[config.mk]
export PLATFORM = sky130hd
export DESIGN_NAME = irq_hier_agg
export DESIGN_NICKNAME = d
export VERILOG_FILES = /design/src/rtl/irq_agg_pkg.sv /design/src/rtl/irq_leaf_group.sv /design/src/rtl/irq_master_map.sv /design/src/rtl/irq_eval_fsm.sv /design/src/rtl/irq_hier_agg.sv
export SDC_FILE = /design/constraint.sdc
export NUM_CORES = 2
export LEC_CHECK = 0
export BUFFER_PORTS_ARGS = -buffer_cell sky130_fd_sc_hd__buf_4
export CELL_PAD_IN_SITES_DETAIL_PLACEMENT = 0
export CELL_PAD_IN_SITES_GLOBAL_PLACEMENT = 1
export CORE_MARGIN = 2
export CORE_UTILIZATION = 45
export CTS_CLUSTER_SIZE = 14
export DETAILED_ROUTE_END_ITERATION = 10
export PLACE_DENSITY = 0.83
export SLEW_MARGIN = 20
export SYNTH_ARGS = -nofsm -noshare
export SYNTH_HDL_FRONTEND = slang
export SYNTH_SLANG_ARGS = --single-unit
[constraint.sdc]
create_clock -name clk -period 2.15 [get_ports clk]
set_clock_uncertainty 0.15 [all_clocks]
set_input_delay 0.1075 -clock clk [delete_from_list [all_inputs] [get_ports clk]]
set_output_delay 0.1075 -clock clk [all_outputs]
set_load 0.005 [all_outputs]
[src/rtl/irq_agg_pkg.sv]
`timescale 1ns/1ps
package irq_agg_pkg;

    // word offsets inside a leaf group (byte offset / 4)
    typedef enum logic [1:0] {
        OFS_LEVEL  = 2'd0,
        OFS_MASK   = 2'd1,
        OFS_PEND   = 2'd2,
        OFS_ENABLE = 2'd3
    } reg_ofs_e;

    typedef enum logic [1:0] {
        EV_IDLE  = 2'd0,
        EV_CHECK = 2'd1,
        EV_FIRE  = 2'd2
    } ev_state_e;

    // source group of a master summary bit, -1 when unmapped
    function automatic int map_group(input int b);
        case (b)
            0, 1:    return 0;
            2, 3:    return 1;
            16:      return 2;
            17:      return 3;
            18:      return 4;
            20:      return 5;
            22:      return 6;
            23:      return 7;
            30:      return 8;
            default: return -1;
        endcase
    endfunction

    // slice of the source group that feeds a master summary bit
    function automatic logic [31:0] map_slice(input int b);
        case (b)
            0, 2:    return 32'h0000_FFFF;
            1, 3:    return 32'hFFFF_0000;
            default: return 32'hFFFF_FFFF;
        endcase
    endfunction

endpackage

[src/rtl/irq_leaf_group.sv]
`timescale 1ns/1ps
module irq_leaf_group #(
    parameter int REG_W = 32
) (
    input  logic             clk,
    input  logic             rst_n,
    input  logic [REG_W-1:0] evt_set,
    input  logic             wr_mask,
    input  logic             wr_enable,
    input  logic             wr_pend,
    input  logic [REG_W-1:0] wdata,
    output logic [REG_W-1:0] mask_q,
    output logic [REG_W-1:0] pend_q,
    output logic [REG_W-1:0] enable_q,
    output logic [REG_W-1:0] contrib
);
    logic [REG_W-1:0] pend_d;

    // event set first, then write-1-to-clear
    always_comb begin
        pend_d = pend_q | (evt_set & ~mask_q);
        if (wr_pend) begin
            pend_d = pend_d & ~wdata;
        end
    end

    always_ff @(posedge clk or negedge rst_n) begin
        if (!rst_n) begin
            mask_q   <= '1;
            pend_q   <= '0;
            enable_q <= '0;
        end else begin
            if (wr_mask) begin
                mask_q <= wdata;
            end
            if (wr_enable) begin
                enable_q <= wdata;
            end
            pend_q <= pend_d;
        end
    end

    assign contrib = pend_q & enable_q;

endmodule

[src/rtl/irq_master_map.sv]
`timescale 1ns/1ps
module irq_master_map #(
    parameter int NUM_GROUPS = 8,
    parameter int REG_W      = 32
) (
    input  logic [NUM_GROUPS*REG_W-1:0] contrib_flat,
    output logic [REG_W-2:0]            summary
);
    for (genvar b = 0; b < REG_W - 1; b++) begin : g_bit
        localparam int SRC = irq_agg_pkg::map_group(b);
        if (SRC >= 0 && SRC < NUM_GROUPS) begin : g_on
            localparam logic [REG_W-1:0] SLICE = REG_W'(irq_agg_pkg::map_slice(b));
            assign summary[b] = |(contrib_flat[SRC*REG_W +: REG_W] & SLICE);
        end else begin : g_off
            assign summary[b] = 1'b0;
        end
    end

endmodule

[src/rtl/irq_eval_fsm.sv]
`timescale 1ns/1ps
module irq_eval_fsm
    import irq_agg_pkg::*;
(
    input  logic clk,
    input  logic rst_n,
    input  logic trigger,
    input  logic global_en,
    input  logic msg_en,
    input  logic work_any,
    output logic irq_req
);
    ev_state_e state_q;
    ev_state_e state_d;
    logic      want_q;

    // outstanding evaluation request, kept while busy
    always_ff @(posedge clk or negedge rst_n) begin
        if (!rst_n) begin
            want_q <= 1'b0;
        end else begin
            want_q <= trigger | (want_q & (state_q != EV_IDLE));
        end
    end

    always_ff @(posedge clk or negedge rst_n) begin
        if (!rst_n) begin
            state_q <= EV_IDLE;
        end else begin
            state_q <= state_d;
        end
    end

    always_comb begin
        state_d = state_q;
        unique case (state_q)
            EV_IDLE:  if (want_q) state_d = EV_CHECK;
            EV_CHECK: state_d = (global_en && msg_en && work_any) ? EV_FIRE : EV_IDLE;
            EV_FIRE:  state_d = EV_IDLE;
            default:  state_d = EV_IDLE;
        endcase
    end

    always_comb begin
        irq_req = 1'b0;
        unique case (state_q)
            EV_FIRE: irq_req = 1'b1;
            default: irq_req = 1'b0;
        endcase
    end

endmodule

[src/rtl/irq_hier_agg.sv]
`timescale 1ns/1ps
module irq_hier_agg
    import irq_agg_pkg::*;
#(
    parameter int                NUM_GROUPS  = 8,
    parameter int                REG_W       = 32,
    parameter int                ADDR_W      = 12,
    parameter logic [ADDR_W-1:0] MASTER_ADDR = 12'h100
) (
    input  logic                        clk,
    input  logic                        rst_n,
    input  logic                        evt_valid,
    input  logic [$clog2(NUM_GROUPS)-1:0] evt_group,
    input  logic [$clog2(REG_W)-1:0]    evt_bit,
    input  logic [NUM_GROUPS*REG_W-1:0] src_level,
    input  logic                        bus_valid,
    input  logic                        bus_write,
    input  logic [ADDR_W-1:0]           bus_addr,
    input  logic [REG_W-1:0]            bus_wdata,
    output logic [REG_W-1:0]            bus_rdata,
    input  logic                        msg_enable,
    output logic                        irq_req
);
    localparam int                GRP_W    = $clog2(NUM_GROUPS);
    localparam logic [ADDR_W-1:0] GRP_SPAN = ADDR_W'(NUM_GROUPS * 16);

    logic [REG_W-1:0] mask_arr   [NUM_GROUPS];
    logic [REG_W-1:0] pend_arr   [NUM_GROUPS];
    logic [REG_W-1:0] enable_arr [NUM_GROUPS];
    logic [NUM_GROUPS*REG_W-1:0] contrib_flat;
    logic [REG_W-2:0] summary;
    logic             summary_any;
    logic             gen_en;
    logic             is_grp;
    logic             master_hit;
    logic             wr_any;
    logic [GRP_W-1:0] grp_sel;
    reg_ofs_e         ofs;
    logic             trigger;
    logic [REG_W-1:0] rd_val;
    logic [REG_W-1:0] rdata_q;

    // address decode
    assign is_grp     = (bus_addr < GRP_SPAN) && (bus_addr[1:0] == 2'b00);
    assign master_hit = (bus_addr == MASTER_ADDR);
    assign grp_sel    = bus_addr[GRP_W+3:4];
    assign ofs        = reg_ofs_e'(bus_addr[3:2]);
    assign wr_any     = bus_valid && bus_write;

    for (genvar g = 0; g < NUM_GROUPS; g++) begin : g_grp
        logic             sel;
        logic [REG_W-1:0] evt_set;
        assign sel     = wr_any && is_grp && (grp_sel == GRP_W'(g));
        assign evt_set = (evt_valid && (evt_group == GRP_W'(g)))
                       ? (REG_W'(1) << evt_bit) : '0;

        irq_leaf_group #(.REG_W(REG_W)) u_leaf (
            .clk       (clk),
            .rst_n     (rst_n),
            .evt_set   (evt_set),
            .wr_mask   (sel && (ofs == OFS_MASK)),
            .wr_enable (sel && (ofs == OFS_ENABLE)),
            .wr_pend   (sel && (ofs == OFS_PEND)),
            .wdata     (bus_wdata),
            .mask_q    (mask_arr[g]),
            .pend_q    (pend_arr[g]),
            .enable_q  (enable_arr[g]),
            .contrib   (contrib_flat[g*REG_W +: REG_W])
        );
    end

    irq_master_map #(.NUM_GROUPS(NUM_GROUPS), .REG_W(REG_W)) u_map (
        .contrib_flat (contrib_flat),
        .summary      (summary)
    );

    assign summary_any = |summary;

    // global enable: the only writable master bit
    always_ff @(posedge clk or negedge rst_n) begin
        if (!rst_n) begin
            gen_en <= 1'b0;
        end else if (wr_any && master_hit) begin
            gen_en <= bus_wdata[REG_W-1];
        end
    end

    assign trigger = evt_valid
                   || (wr_any && master_hit)
                   || (wr_any && is_grp && ((ofs == OFS_MASK) || (ofs == OFS_ENABLE)));

    irq_eval_fsm u_fsm (
        .clk       (clk),
        .rst_n     (rst_n),
        .trigger   (trigger),
        .global_en (gen_en),
        .msg_en    (msg_enable),
        .work_any  (summary_any),
        .irq_req   (irq_req)
    );

    // read mux
    always_comb begin
        rd_val = '0;
        if (master_hit) begin
            rd_val = {gen_en, summary};
        end else if (is_grp) begin
            unique case (ofs)
                OFS_LEVEL:  rd_val = src_level[grp_sel*REG_W +: REG_W];
                OFS_MASK:   rd_val = mask_arr[grp_sel];
                OFS_PEND:   rd_val = pend_arr[grp_sel];
                OFS_ENABLE: rd_val = enable_arr[grp_sel];
                default:    rd_val = '0;
            endcase
        end
    end

    always_ff @(posedge clk or negedge rst_n) begin
        if (!rst_n) begin
            rdata_q <= '0;
        end else if (bus_valid && !bus_write) begin
            rdata_q <= rd_val;
        end
    end

    assign bus_rdata = rdata_q;

endmodule

==> results.sh <==
export IMPL_outcome="finished, violations left"
export IMPL_violations="hold timing, setup timing"
export IMPL_seq_area_frac_synth=0.4964
export IMPL_antenna_found_initial=23
export IMPL_overflow=0
export IMPL_nNetsFinal=4669
export IMPL_yosys_warnings=0
export IMPL_worst_pin_slew_ps=893.7
export IMPL_finalHoldViolCount=1
export IMPL_drive_above_1_share=0.5604
export IMPL_ant_nets=0
export IMPL_worstHoldPathCells=6
export IMPL_cts_tree="done"
export IMPL_cts_root_buffer="clkbuf_16"
export IMPL_r2r_start="g_grp[2].u_leaf.pend_q[15]$_DFF_PN0_"
export IMPL_ff_latch_area_um2=20460
export IMPL_clk_pin_slew_worst_paths_ps=70
export IMPL_setup_slack_ps=-428.1
export IMPL_cts_made_buffers=87
export IMPL_io_pins=347
export IMPL_fin_crit_sh=1.199
export IMPL_syn_area_um2=41180
export IMPL_die_y_um=306.5
export IMPL_maxSlewHeadroom=0.4020
export IMPL_num_rows=110
export IMPL_gp_congestion=1.025
export IMPL_synth_nets=3583
export IMPL_initial_core_util=0.4561
export IMPL_grt_max_degree=89
export IMPL_avgSynthCellArea_um2=12.60
export IMPL_fill_cells=6615
export IMPL_vias=38250
export IMPL_ir_drop_mv=0.5512
export IMPL_drc_errors=0
export IMPL_fp_dieArea_um2=93940
export IMPL_hold_path_class="in -> reg"
export IMPL_wire_per_inst_um=38.04
export IMPL_hp_start="bus_addr[1]"
export IMPL_start_kind="flip-flop"
export IMPL_drv_slew=0
export IMPL_crit_fanout=2
export IMPL_utilization=0.6511
export IMPL_cts_sinks=804
export IMPL_drtPass1Iterations=8
export IMPL_drt_total_wl_mm=213.7
export IMPL_power_density_nw_per_um2=623.4
export IMPL_grtUsageTotal=0.4399
export IMPL_setup_viol=730
export IMPL_fmax_ghz=0.3879
export IMPL_grt_pass1_wl_mm=289.7
export IMPL_crit_required_ps=2540
export IMPL_core_um2=90290
export IMPL_period_needed_ps=2578
export IMPL_ys_seq_elements=804
export IMPL_yosysUniqueCellTypes=59
export IMPL_r2r_slack_ps=-430
export IMPL_worstPathArrival_ps=2970
export IMPL_cp_end_kind="flip-flop"
export IMPL_multi_input_area_um2=21480
export IMPL_first_global_vias=38220
export IMPL_dp_hpwl_mm=145.1
export IMPL_p_leak_nw=26.41
export IMPL_r2r_cells=6
export IMPL_placed_cells=5254
export IMPL_hold_ws_ps=-16.27
export IMPL_crit_start="g_grp[2].u_leaf.pend_q[15]$_DFF_PN0_"
export IMPL_clock_latency_ps=670
export IMPL_clock_path_buffers=3
export IMPL_avgViaCountPerCell=6.808
export IMPL_htree_levels=3
export IMPL_area_delta_synth_final_pct=42.77
export IMPL_syn_inst=3269
export IMPL_die_w_um=306.5
export IMPL_rr_endpoint="bus_rdata[16]$_DFFE_PN0P_"
export IMPL_stdcell_count=5618
export IMPL_drv_cap=0
export IMPL_post_place_ws_ps=-774.1
export IMPL_hold_path_end="bus_rdata[28]$_DFFE_PN0P_"
export IMPL_rsz0062_at_grt="true"
export IMPL_drt_initial_drc_count=5392
export IMPL_port_buffer_count=346
export IMPL_crit_type="reg -> reg"
==> worst max-delay path: stages, from the launching register on <==
cell,delay (ps)
dfrtp_2,500
a22o_1,270
a221oi_2,200
buf_4,220
nand3_4,120
or4_4,630
a221o_1,350
==> through the flow <==
step                area (um^2)  TNS [ps]  power [mW]  hold slack, ps
floorplan                 41620   -215360       17.73          -338.1
global route              58770   -166340       37.33           20.40
finish                    58790   -162700       36.65          -16.27
detailed placement        51340   -486350       20.72          -107.8
global placement          51340   -476080       20.66          -108.7
CTS                       57780   -134010       36.25         0.03098
==> state kept, by name, summed over array words and instances, names as in the netlist <==
register / count
bus_rdata: 32
g_grp.u_leaf.enable_q: 256
g_grp.u_leaf.mask_q: 256
g_grp.u_leaf.pend_q: 256
gen_en: 1
u_fsm.state_q: 2
u_fsm.want_q: 1
==> kinds of logic (layout without fill, tap and decap cells) <==
logic type | Yosys count | in the layout | share of synthesized area
and+or+nand+nor | 809 | 809 | 0.09268
buffers and inverters | 274 | 1434 | 0.03257
DFF | 804 | 804 | 0.4964
muxes | 799 | 799 | 0.2850
AOI/OAI and AO/OA | 583 | 583 | 0.09332
other | 0 | 13 | 0
==> Yosys cell counts (all sizes together) <==
cell type  count  area share
a2111oi        3     0.00064
a211oi        15      0.0027
a21oi        259       0.031
a221o          7      0.0017
a221oi        40      0.0085
a22o          19      0.0040
a22oi        117       0.021
a2bb2oi       19      0.0040
a311oi         1     0.00021
a31oi         13      0.0020
a32o          12      0.0029
and2           2     0.00030
and3           1     0.00015
and3b          2     0.00043
buf          113       0.018
clkbuf       158       0.014
clkinv         1    0.000091
dfrtp        548        0.33
dfstp        256        0.16
inv            2     0.00018
mux2         528        0.15
mux2i         43       0.010
mux4         228        0.12
nand2        120       0.012
nand2b         7      0.0011
nand3         35      0.0049
nand4         19      0.0029
nor2         288       0.027
nor2b         28      0.0043
nor3         279       0.034
nor3b          4     0.00073
nor4          11      0.0017
o2111a         1     0.00027
o2111ai        1     0.00021
o21ai         24      0.0029
o221ai        31      0.0066
o22ai         11      0.0017
o311ai         1     0.00021
o31ai          2     0.00036
o32ai          7      0.0015
or2            3     0.00052
or3            1     0.00027
or3b           1     0.00021
or4            8      0.0016
==> report_power, final <==
part,internal [mW],leakage (nW),switching (mW)
Sequential,15.6,10.2,0.678
Clock,8.90,1.45,6.64
Combinational,2.21,14.8,2.63
==> cell usage in the layout, fill, tap and decap left out, drive strengths merged, types with 3 or more instances in the layout <==
cell,instances
nand4,19
nand3,35
o32ai,7
a2bb2oi,19
a32o,12
or2,3
a22o,19
a221o,7
dlygate4sd3,114
diode,13
nand2,120
dfrtp,548
nor3b,4
nand2b,7
buf,1139
nor4,11
mux2,528
or4,8
a221oi,40
nor2b,28
o21ai,24
a31oi,13
nor3,279
clkbuf,155
mux2i,43
a211oi,15
a2111oi,3
o22ai,11
o221ai,31
clkinv,20
a21oi,259
clkinvlp,3
nor2,288
mux4,228
a22oi,117
dfstp,256
==> repair_timing <==
item                                   4_1_cts  5_1_grt
hold buffers                               115        2
resized for setup                          349      159
gates cloned                                22       16
setup endpoints to repair                  225      797
endpoints found under the hold margin     1412        1
pin swaps                                   77       64
setup buffers                               42       11
==> final cells by class <==
cell class,instances,area share
Inverter,3,0.0001916
Timing Repair Buffer,1268,0.2112
Clock inverter,23,0.002895
Sequential cell,804,0.3480
Multi-Input combinational cell,2191,0.3653
Clock buffer,140,0.04687
Antenna cell,13,0.0005534
Tap cell,1176,0.02503
==> per-layer routing <==
metal,GRT usage,wire length (um),part of all wire
met4,0.3495,21210,0.099
met5,0,338,0.0016
met1,0.5271,71780,0.34
met3,0.1794,32300,0.15
met2,0.6263,88070,0.41
==> worst max-delay path by stage <==
stage / to / slack [ps] / cells past startpoint
after floorplan: g_grp[7].u_leaf.enable_q[10]$_DFFE_PN0P_ / -370 / 7
after global placement: g_grp[1].u_leaf.mask_q[20]$_DFFE_PN1P_ / -780 / 9
after detailed placement: g_grp[0].u_leaf.enable_q[13]$_DFFE_PN0P_ / -770 / 8
after CTS: bus_rdata[16]$_DFFE_PN0P_ / -340 / 7
after global routing: bus_rdata[16]$_DFFE_PN0P_ / -400 / 6
final: bus_rdata[16]$_DFFE_PN0P_ / -430 / 6
No activity file was read; power rests on OpenSTA's default activity.
